`src/rtl/sfx_pkg.sv`:
```
package sfx_pkg;
  localparam int MIN_BITS = 8;

  typedef enum logic [1:0] {
    SYNC_PULSE = 2'd0,
    SYNC_ALT   = 2'd1,
    SYNC_LEVEL = 2'd2,
    SYNC_LR    = 2'd3
  } sync_mode_e;

  typedef enum logic {
    ST_IDLE = 1'b0,
    ST_RUN  = 1'b1
  } eng_state_e;
endpackage

```
`src/rtl/sfx_baud.sv`:
```
module sfx_baud #(
  parameter int PSC_W = 5,
  parameter int DIV_W = 3
) (
  input  logic             clk,
  input  logic             rst_n,
  input  logic             run,
  input  logic [PSC_W-1:0] psc,
  input  logic [DIV_W-1:0] div,
  output logic             tick
);
  localparam int HALF_W = PSC_W + (1 << DIV_W);

  logic [HALF_W-1:0] half_len;
  logic [HALF_W-1:0] cnt;

  assign half_len = (HALF_W'(psc) + HALF_W'(1)) << div;
  assign tick     = run && (cnt == half_len - HALF_W'(1));

  always_ff @(posedge clk or negedge rst_n) begin
    if (!rst_n)            cnt <= '0;
    else if (!run || tick) cnt <= '0;
    else                   cnt <= cnt + HALF_W'(1);
  end
endmodule

```
`src/rtl/sfx_hold.sv`:
```
module sfx_hold #(
  parameter int DATA_W = 32
) (
  input  logic              clk,
  input  logic              rst_n,
  input  logic              in_valid,
  input  logic [DATA_W-1:0] in_data,
  input  logic              take,
  output logic              in_ready,
  output logic              full,
  output logic [DATA_W-1:0] word
);
  assign in_ready = !full;

  always_ff @(posedge clk or negedge rst_n) begin
    if (!rst_n)                 full <= 1'b0;
    else if (take)              full <= 1'b0;
    else if (in_valid && !full) full <= 1'b1;
  end

  always_ff @(posedge clk) begin
    if (in_valid && !full) word <= in_data;
  end
endmodule

```
`src/rtl/sfx_seq.sv`:
```
module sfx_seq import sfx_pkg::*; #(
  parameter int DATA_W = 32,
  parameter int BITS_W = 5,
  parameter int WCNT_W = 6,
  parameter int DLY_W  = 3
) (
  input  logic              clk,
  input  logic              rst_n,
  input  logic              tx_en,
  input  logic              tick,
  input  logic              hold_full,
  input  logic [DATA_W-1:0] hold_word,
  input  logic [BITS_W-1:0] bits_m1,
  input  logic [WCNT_W-1:0] words_m1,
  input  logic [DLY_W-1:0]  sync_dly,
  input  logic [DLY_W-1:0]  data_dly,
  output logic              running,
  output logic              phase,
  output logic              in_pre,
  output logic [DLY_W:0]    pos,
  output logic [WCNT_W-1:0] word_idx,
  output logic [BITS_W-1:0] bit_idx,
  output logic [DATA_W-1:0] cur_word,
  output logic              take,
  output logic              underflow,
  output logic              frame_end
);
  localparam int POS_W = DLY_W + 1;

  eng_state_e        st, st_d;
  logic              phase_d, pre_d, uf_d, fe_d;
  logic [POS_W-1:0]  pos_d, lead;
  logic [WCNT_W-1:0] word_d;
  logic [BITS_W-1:0] bit_d;
  logic [DATA_W-1:0] cw_d;

  assign lead    = POS_W'(sync_dly) + POS_W'(data_dly);
  assign running = (st == ST_RUN);

  always_comb begin
    st_d    = st;
    phase_d = phase;
    pre_d   = in_pre;
    pos_d   = pos;
    word_d  = word_idx;
    bit_d   = bit_idx;
    cw_d    = cur_word;
    take    = 1'b0;
    uf_d    = 1'b0;
    fe_d    = 1'b0;
    if (st == ST_IDLE) begin
      if (tx_en && hold_full) begin
        st_d    = ST_RUN;
        phase_d = 1'b1;
        pos_d   = '0;
        word_d  = '0;
        bit_d   = '0;
        if (lead == '0) begin
          pre_d = 1'b0;
          cw_d  = hold_word;
          take  = 1'b1;
        end else begin
          pre_d = 1'b1;
        end
      end
    end else if (!tx_en) begin
      st_d = ST_IDLE;
    end else if (tick) begin
      if (phase) begin
        phase_d = 1'b0;
      end else begin
        phase_d = 1'b1;
        if (in_pre && ((pos + POS_W'(1)) < lead)) begin
          pos_d = pos + POS_W'(1);
        end else if (in_pre) begin
          pre_d = 1'b0;
          cw_d  = hold_word;
          take  = 1'b1;
        end else if (bit_idx != bits_m1) begin
          bit_d = bit_idx + BITS_W'(1);
        end else if (word_idx != words_m1) begin
          word_d = word_idx + WCNT_W'(1);
          bit_d  = '0;
          if (hold_full) begin
            cw_d = hold_word;
            take = 1'b1;
          end else begin
            cw_d = '0;
            uf_d = 1'b1;
          end
        end else begin
          st_d = ST_IDLE;
          fe_d = 1'b1;
        end
      end
    end
  end

  always_ff @(posedge clk or negedge rst_n) begin
    if (!rst_n) begin
      st        <= ST_IDLE;
      phase     <= 1'b0;
      in_pre    <= 1'b0;
      pos       <= '0;
      word_idx  <= '0;
      bit_idx   <= '0;
      cur_word  <= '0;
      underflow <= 1'b0;
      frame_end <= 1'b0;
    end else begin
      st        <= st_d;
      phase     <= phase_d;
      in_pre    <= pre_d;
      pos       <= pos_d;
      word_idx  <= word_d;
      bit_idx   <= bit_d;
      cur_word  <= cw_d;
      underflow <= uf_d;
      frame_end <= fe_d;
    end
  end
endmodule

```
`src/rtl/sfx_pins.sv`:
```
module sfx_pins import sfx_pkg::*; #(
  parameter int DATA_W = 32,
  parameter int BITS_W = 5,
  parameter int WCNT_W = 6,
  parameter int DLY_W  = 3
) (
  input  logic              running,
  input  logic              phase,
  input  logic              in_pre,
  input  logic [DLY_W:0]    pos,
  input  logic [WCNT_W-1:0] word_idx,
  input  logic [BITS_W-1:0] bit_idx,
  input  logic [DATA_W-1:0] cur_word,
  input  logic [BITS_W-1:0] bits_m1,
  input  logic [WCNT_W-1:0] words_m1,
  input  logic [1:0]        sync_mode,
  input  logic              sync_low,
  input  logic              lsb_first,
  input  logic              fall_edge,
  input  logic [DLY_W-1:0]  sync_dly,
  input  logic [DLY_W-1:0]  data_dly,
  input  logic [1:0]        idle_sel,
  output logic              sclk_o,
  output logic              sync_o,
  output logic              dout_o,
  output logic              dout_oe
);
  logic [WCNT_W:0]   half_words;
  logic [BITS_W-1:0] sel;
  logic              sync_act, data_slot;
  sync_mode_e        mode;

  assign mode       = sync_mode_e'(sync_mode);
  assign half_words = ({1'b0, words_m1} + (WCNT_W+1)'(1)) >> 1;
  assign sel        = lsb_first ? bit_idx : (bits_m1 - bit_idx);
  assign data_slot  = running && !in_pre;

  always_comb begin
    sync_act = 1'b0;
    if (running) begin
      if (in_pre) begin
        if (mode == SYNC_LEVEL || mode == SYNC_LR)
          sync_act = (pos >= (DLY_W+1)'(sync_dly));
        else
          sync_act = (pos == (DLY_W+1)'(sync_dly));
      end else begin
        case (mode)
          SYNC_LEVEL: sync_act = 1'b1;
          SYNC_LR:    sync_act = ({1'b0, word_idx} < half_words);
          default:    sync_act = (data_dly == '0) && (word_idx == '0) && (bit_idx == '0);
        endcase
      end
    end
  end

  assign sync_o  = sync_act ^ sync_low;
  assign sclk_o  = running ? (phase ^ fall_edge) : fall_edge;
  assign dout_oe = data_slot ? 1'b1 : !idle_sel[1];
  assign dout_o  = data_slot ? cur_word[sel] : (idle_sel == 2'd1);
endmodule

```
`src/rtl/sfx_tx.sv`:
```
module sfx_tx import sfx_pkg::*; #(
  parameter int DATA_W = 32,
  parameter int WCNT_W = 6,
  parameter int DLY_W  = 3,
  parameter int PSC_W  = 5,
  parameter int DIV_W  = 3
) (
  input  logic                      clk,
  input  logic                      rst_n,
  input  logic                      tx_en,
  input  logic [1:0]                cfg_sync_mode,
  input  logic                      cfg_sync_low,
  input  logic                      cfg_lsb_first,
  input  logic [$clog2(DATA_W)-1:0] cfg_bits_m1,
  input  logic [WCNT_W-1:0]         cfg_words_m1,
  input  logic                      cfg_fall_edge,
  input  logic [DLY_W-1:0]          cfg_sync_dly,
  input  logic [DLY_W-1:0]          cfg_data_dly,
  input  logic [1:0]                cfg_idle_sel,
  input  logic [PSC_W-1:0]          cfg_psc,
  input  logic [DIV_W-1:0]          cfg_div,
  input  logic                      in_valid,
  output logic                      in_ready,
  input  logic [DATA_W-1:0]         in_data,
  output logic                      sclk_o,
  output logic                      sync_o,
  output logic                      dout_o,
  output logic                      dout_oe,
  output logic                      frame_end,
  output logic                      underflow
);
  localparam int BITS_W = $clog2(DATA_W);
  localparam logic [BITS_W-1:0] FLOOR_M1 = BITS_W'(MIN_BITS - 1);

  logic              tick, running, phase, in_pre, take, hold_full;
  logic [DLY_W:0]    pos;
  logic [WCNT_W-1:0] word_idx;
  logic [BITS_W-1:0] bit_idx, bits_m1;
  logic [DATA_W-1:0] hold_word, cur_word;

  assign bits_m1 = (cfg_bits_m1 < FLOOR_M1) ? FLOOR_M1 : cfg_bits_m1;

  sfx_baud #(.PSC_W(PSC_W), .DIV_W(DIV_W)) u_baud (
    .clk(clk), .rst_n(rst_n), .run(running),
    .psc(cfg_psc), .div(cfg_div), .tick(tick)
  );

  sfx_hold #(.DATA_W(DATA_W)) u_hold (
    .clk(clk), .rst_n(rst_n), .in_valid(in_valid), .in_data(in_data),
    .take(take), .in_ready(in_ready), .full(hold_full), .word(hold_word)
  );

  sfx_seq #(.DATA_W(DATA_W), .BITS_W(BITS_W), .WCNT_W(WCNT_W), .DLY_W(DLY_W)) u_seq (
    .clk(clk), .rst_n(rst_n), .tx_en(tx_en), .tick(tick),
    .hold_full(hold_full), .hold_word(hold_word),
    .bits_m1(bits_m1), .words_m1(cfg_words_m1),
    .sync_dly(cfg_sync_dly), .data_dly(cfg_data_dly),
    .running(running), .phase(phase), .in_pre(in_pre), .pos(pos),
    .word_idx(word_idx), .bit_idx(bit_idx), .cur_word(cur_word),
    .take(take), .underflow(underflow), .frame_end(frame_end)
  );

  sfx_pins #(.DATA_W(DATA_W), .BITS_W(BITS_W), .WCNT_W(WCNT_W), .DLY_W(DLY_W)) u_pins (
    .running(running), .phase(phase), .in_pre(in_pre), .pos(pos),
    .word_idx(word_idx), .bit_idx(bit_idx), .cur_word(cur_word),
    .bits_m1(bits_m1), .words_m1(cfg_words_m1),
    .sync_mode(cfg_sync_mode), .sync_low(cfg_sync_low),
    .lsb_first(cfg_lsb_first), .fall_edge(cfg_fall_edge),
    .sync_dly(cfg_sync_dly), .data_dly(cfg_data_dly), .idle_sel(cfg_idle_sel),
    .sclk_o(sclk_o), .sync_o(sync_o), .dout_o(dout_o), .dout_oe(dout_oe)
  );
endmodule

```
`config.mk`:
```
export PLATFORM = sky130hd
export DESIGN_NAME = sfx_tx
export DESIGN_NICKNAME = d
export VERILOG_FILES = /design/src/rtl/sfx_pkg.sv /design/src/rtl/sfx_baud.sv /design/src/rtl/sfx_hold.sv /design/src/rtl/sfx_seq.sv /design/src/rtl/sfx_pins.sv /design/src/rtl/sfx_tx.sv
export SDC_FILE = /design/constraint.sdc
export NUM_CORES = 1
export LEC_CHECK = 0
export CAP_MARGIN = 20
export CORE_ASPECT_RATIO = 0.6
export CORE_MARGIN = 5
export CORE_UTILIZATION = 35
export DETAILED_ROUTE_END_ITERATION = 8
export PLACE_DENSITY_LB_ADDON = 0.08
export SYNTH_ARGS = -nofsm -noshare
export SYNTH_HDL_FRONTEND = slang
export SYNTH_SLANG_ARGS = --single-unit
export TNS_END_PERCENT = 1
```
`constraint.sdc`:
```
create_clock -name clk -period 7.2 [get_ports clk]
set_input_delay 2.16 -clock clk [delete_from_list [all_inputs] [get_ports clk]]
set_output_delay 2.16 -clock clk [all_outputs]
set_load 0.005 [all_outputs]
```
# == Yosys cells after proc, flatten, opt, wreduce, memory -nomap -nowiden ==
# Cells that the tools add are included.
# op_classes
magnitude_cmp,5
reduce_logical,26
add_sub_neg,9
n_eq_ne,18
mux,98
bitwise,2
shifts,1
# op_table
operator,count
$mux 32,11
$mux 1,58
$mux 5,11
$mux 6,9
$mux 4,6
$ne 2x2->1 const B,8
$reduce_and 8->1,2
$add 13x1->13 const B,1
$eq 13x13->1,1
$mux 13,1
$shl 13x3->13,1
$sub 13x1->13 const B,1
$reduce_and 5->1,2
$add 6x1->7 const B,1
$logic_and 1x1->1,7
$reduce_and 7->1,1
$add 5x1->6 const B,1
$add 6x1->6 const B,1
$logic_not 6->1,1
$lt 5x6->1 const B,1
$lt 6x6->1,1
$ne 3x2->1 const B,2
$ne 6x6->1,1
$reduce_bool 2->1,3
other kinds (21),27
# word_totals
reg_bits,98
out_inout_bits,7
word_cells,171
inputBits,68

# == Logic depth before layout (Yosys ltp) ==
# Gate-level depths: netlist of run 1.
# depth
depth_word,11
ltp_mapped,17
mapped_depth_nobuf,15

# == Cells and area by module ==
# From an unflattened synthesis of run 1, not the netlist that was laid out.
# hier_totals
hier_cells,874
hier_area_um2,7858.8
# modules_own_cells
module,n_inst,seq_area_each_um2,cells_per_inst,area_each_um2
sfx_seq,1,1301.2,493,3903.7
sfx_baud,1,325.3,241,1989.4
sfx_hold,1,985.9,36,1006.0
sfx_pins,1,0.0,99,929.6
sfx_tx,1,0.0,5,30.0

# == Least setup slack after synthesis of run 1 ==
# No wires, ideal clock.
# synth_path
path_kind,input port to output port
startpoint,input cfg_bits_m1[4]
endpoint,output dout_o
arrival_ps,4313
required_time_ps,5040
setup_slack_ps,727
cell_stages,11
n_path_buf,0
path_cell_list,nor2_1 or2_2 inv_1 fa_1 mux2i_1 mux4_2 nor2_1 a211oi_1 a21oi_1 mux2i_1 o21ai_0
# synth_via
elab_chain_cells,7
# synth_lines
element,line,source
start: declaration,sfx_tx.sv:14,"input logic [$clog2(DATA_W)-1:0] cfg_bits_m1,"
$lt 5x3->1,sfx_tx.sv:41,assign bits_m1 = (cfg_bits_m1 < FLOOR_M1) ? FLOOR_M1 : cfg_bits_m1;
$mux 5 *,sfx_tx.sv:41,
$sub 5x5->5 *,sfx_pins.sv:35,assign sel = lsb_first ? bit_idx : (bits_m1 - bit_idx);
$mux 5 *,sfx_pins.sv:35,
$bmux 1 s5 *,sfx_pins.sv:59,assign dout_o = data_slot ? cur_word[sel] : (idle_sel == 2'd1);
$mux 1 (not written as such) *,sfx_pins.sv:59,
$mux 1 *,sfx_pins.sv:59,
end: declaration,sfx_tx.sv:27,"output logic dout_o,"
# Mark *: on every way between the ends. The rest lies on a longest branch, timed or not. The select of a mux whose other input is x is not followed.

# == Worst setup path in the final report of run 1 ==
# layout_path
startpoint,input cfg_bits_m1[0]
endpoint,output dout_o
# The elaborated chain is that of the path after synthesis.

==> results of run 1 <==
-- stage by stage --
stage / std cells / worst slack [ps] / utilization / TNS, ps / total power (µW)
finish: 1014 / 226.2 / 0.4267 / 0 / 1711
CTS: 1013 / -31.95 / 0.4244 / -31.95 / 1726
floorplan: 686 / 727.2 / - / 0 / 1049
global route: 1014 / 39.32 / 0.4267 / 0 / 1825
detailed placement: 995 / -201.2 / 0.4081 / -218.0 / 1234
global placement: 995 / -141.4 / 0.4081 / -141.4 / 1231
-- flip-flops by register name, summed over array words and instances (netlist names) --
signal,flops
u_seq.pos,4
u_seq.bit_idx,5
u_hold.full,1
u_seq.underflow,1
u_hold.word,32
u_seq.running,1
u_seq.cur_word,32
u_seq.word_idx,6
u_baud.cnt,13
u_seq.phase,1
u_seq.in_pre,1
u_seq.frame_end,1
-- cells in the mapped netlist (all sizes together), types with 5 or more instances --
master / count / area (µm²)
a211oi: 8 / 60.06
a21o: 10 / 75.07
a21oi: 27 / 135.1
a31oi: 9 / 56.30
and2: 5 / 31.28
and3: 12 / 80.08
buf: 11 / 83.82
clkbuf: 23 / 86.33
dfrtp: 66 / 1652
edfxtp: 32 / 960.9
ha: 27 / 337.8
inv: 58 / 217.7
mux2i: 40 / 400.4
mux4: 8 / 180.2
nand2: 79 / 296.5
nand2b: 11 / 68.82
nand3: 29 / 150.1
nand3b: 5 / 37.54
nand4: 7 / 80.07
nor2: 37 / 138.9
nor3: 9 / 45.04
nor4: 6 / 37.54
o211a: 5 / 50.05
o211ai: 9 / 67.56
o21ai: 18 / 101.4
o31ai: 5 / 51.30
or2: 6 / 37.54
or3: 9 / 56.30
xnor2: 26 / 235.2
xor2: 25 / 219.0
-- critical path: stages --
cell,delay (ps)
clkdlybuf4s50_1,420
nor2_2,130
ha_2,190
fa_1,420
mux2i_1,150
buf_4,180
buf_4,130
mux4_2,290
mux2i_1,160
a21oi_1,80
mux2i_1,170
o21ai_1,70
dlygate4sd2_1,270
-- per-layer routing --
layer  up-vias  wire (µm)  part of all wire  track usage
met4         0        173             0.010      0.03275
li1       2616          -                 -            -
met5         -          0                 0            0
met2       105       6974              0.41       0.2285
met3        13        655             0.038      0.03076
met1      2555       9405              0.55       0.2484
-- report_power, final --
| group | leakage, µW | internal [µW] | switching (µW) | total, µW |
|---|---|---|---|---|
| registers | 0.00108 | 670 | 78.0 | 748 |
| logic | 0.00218 | 238 | 245 | 484 |
| clock network | 0.000144 | 272 | 207 | 479 |
-- worst paths after layout --
| kind | from | end | slack, ps | cells after the start |
|---|---|---|---|---|
| worst max-delay path | cfg_bits_m1[0] | dout_o | 230 | 13 |
| max in group asynchronous | rst_n | u_seq.cur_word[26] | 4610 | 2 |
| worst max register to register | u_seq.running | u_seq.cur_word[11] | 4180 | 6 |
| min in group asynchronous | rst_n | u_seq.cur_word[21] | 2000 | 2 |
| worst min-delay path | u_hold.word[15] | u_seq.cur_word[15] | 520 | 2 |
| worst min register to register | u_hold.word[15] | u_seq.cur_word[15] | 520 | 2 |
-- logic make-up (layout without fill, tap and decap cells) --
logic type / after synthesis / count (layout) / share of synthesized area
multiplexers: 51 / 51 / 0.09328
AO/OA/AOI/OAI: 130 / 130 / 0.1437
buffers and inverters: 92 / 174 / 0.05853
XOR/XNOR: 51 / 51 / 0.06854
adder cells (fa/ha/maj): 29 / 29 / 0.05702
flip-flops: 98 / 98 / 0.3943
AND/OR/NAND/NOR: 235 / 235 / 0.1847
-- what timing repair did --
| action | in CTS | in global routing |
|---|---|---|
| gates resized for setup | 2 | 8 |
| buffers inserted | 2 | 0 |
| hold buffers | 0 | 0 |
| setup endpoints to repair | 2 | 1 |
| pin swaps | 0 | 1 |
-- final cells by class --
type | count | area share
clock inverter | 5 | 0.007629
multi-input combinational | 496 | 0.4527
tap | 246 | 0.03830
clock buffer | 11 | 0.02896
inverter | 58 | 0.02709
sequential | 98 | 0.3251
timing repair buffer | 100 | 0.1202
==> summary.md, run 1 <==
| Metric | Value |
|---|---|
| Status | `finished, final reports clean` |
| Yosys warns | `0` |
| Initial DRC count | `387` |
| Synth cell types | `74` |
| Width of the die | `187.6 µm` |
| Sequential cell area | `2613 µm²` |
| GRT Overall Usage | `0.1595` |
| Leak | `0.003405 µW` |
| Tmin final | `6974 ps` |
| CTS buffer count | `9` |
| Initial antenna violation count | `0` |
| Vias in the first global route | `5,258` |
| RSZ-0062 raised after global routing | `no` |
| # diodes | `0` |
| Total wire length | `17,210 µm` |
| Post-Syn Area | `6626 µm²` |
| CP Launch Type | `primary input` |
| Clock tree sinks | `98` |
| Cell Area, Placed | `7687 µm²` |
| Area used by multi-input combinational logic | `3638 µm²` |
| WP data required | `5040 ps` |
| Crit path max fanout | `7` |
| Largest net degree at the start of global routing | `67` |
| Layout fillers | `1,835` |
| Placer Congestion | `0.8654` |
| CP Data Arrival Time | `4810 ps` |
| CTS tree | `built` |
| Dpl hpwl | `13,060 µm` |
| Routed Antenna Nets | `0` |
| Seq/Total Area, Yosys | `0.3943` |
| Synth Flop Type | `dfrtp_1` |
| Finished layout cell area | `8036 µm²` |
| Die Span Y | `116.6 µm` |
| Max Fclk | `143.4 MHz` |
| Fin nets | `860` |
| Die ar. | `21,870 µm²` |
| Worst setup EP type | `output pin` |
| Synth async-reset ratio | `0.6735` |
| Congestion Overflow GR | `0` |
| Pins Over Slew Limit | `0` |
| Vias | `5,289` |
| Commonest non-fill, non-tap cell in the layout | `nand2_1` |
| Final hold viol count | `0` |
| Layout cells sized above 1 | `0.09505` |
| Skew-Pair Late Insertion Delay | `340 ps` |
| First-pass GRT wire length | `28,100 µm` |
| Core area | `18,840 µm²` |
| Initial core utilization | `0.3518` |
| Post-synthesis net count | `783` |
| Clk slew on worst S/H paths | `70 ps` |
| Num rows | `39` |
| IO Count | `75` |
| Most frequent cells in the layout | `nand2_1 (79), clkdlybuf4s50_1 (69), dfrtp_1 (66)` |
| Slew HR | `0.4147` |
| DR WL/cell | `16.97 µm` |
| Power Density | `212.9 nW/µm²` |
| Critical path class | `in -> out` |
| DRT Pass-1 Iters | `5` |
| CTS H-tree depth | `3` |
| Number of synthesized flops with an enable pin | `32` |
| I/O Buffers | `74` |
| Synthesis-stage register bit count | `98` |
| MaxCap Viol Count | `0` |
| Max Root-Sink Buffers | `2` |
| Vias per cell | `5.216` |
| Clk root buf | `clkbuf_16` |
| Mapped Avg Cell Area | `9.659 µm²` |
| Remaining DRCs | `0` |
| Synth-to-Final Area Change | `21.28%` |
| Synth Instances | `686` |
| Final worst-path cycle share | `0.9686` |
| Finish-stage setup viols | `0` |
| Min Hold Slack | `521.6 ps` |
| Worst Skew | `10.59 ps` |
| Slew @ Worst Pin | `878.0 ps` |
| Worst hold path type | `reg -> reg` |
| Peak VDD IR | `0.0001185 V` |
Power figures use the tool's default switching activity.
==> inputs of run 2 (changes only) <==
GPL_TIMING_DRIVEN = 1   (was unset)
==> results of run 2 <==
No change in the layout: final DEF, timing and power equal those of run 1.
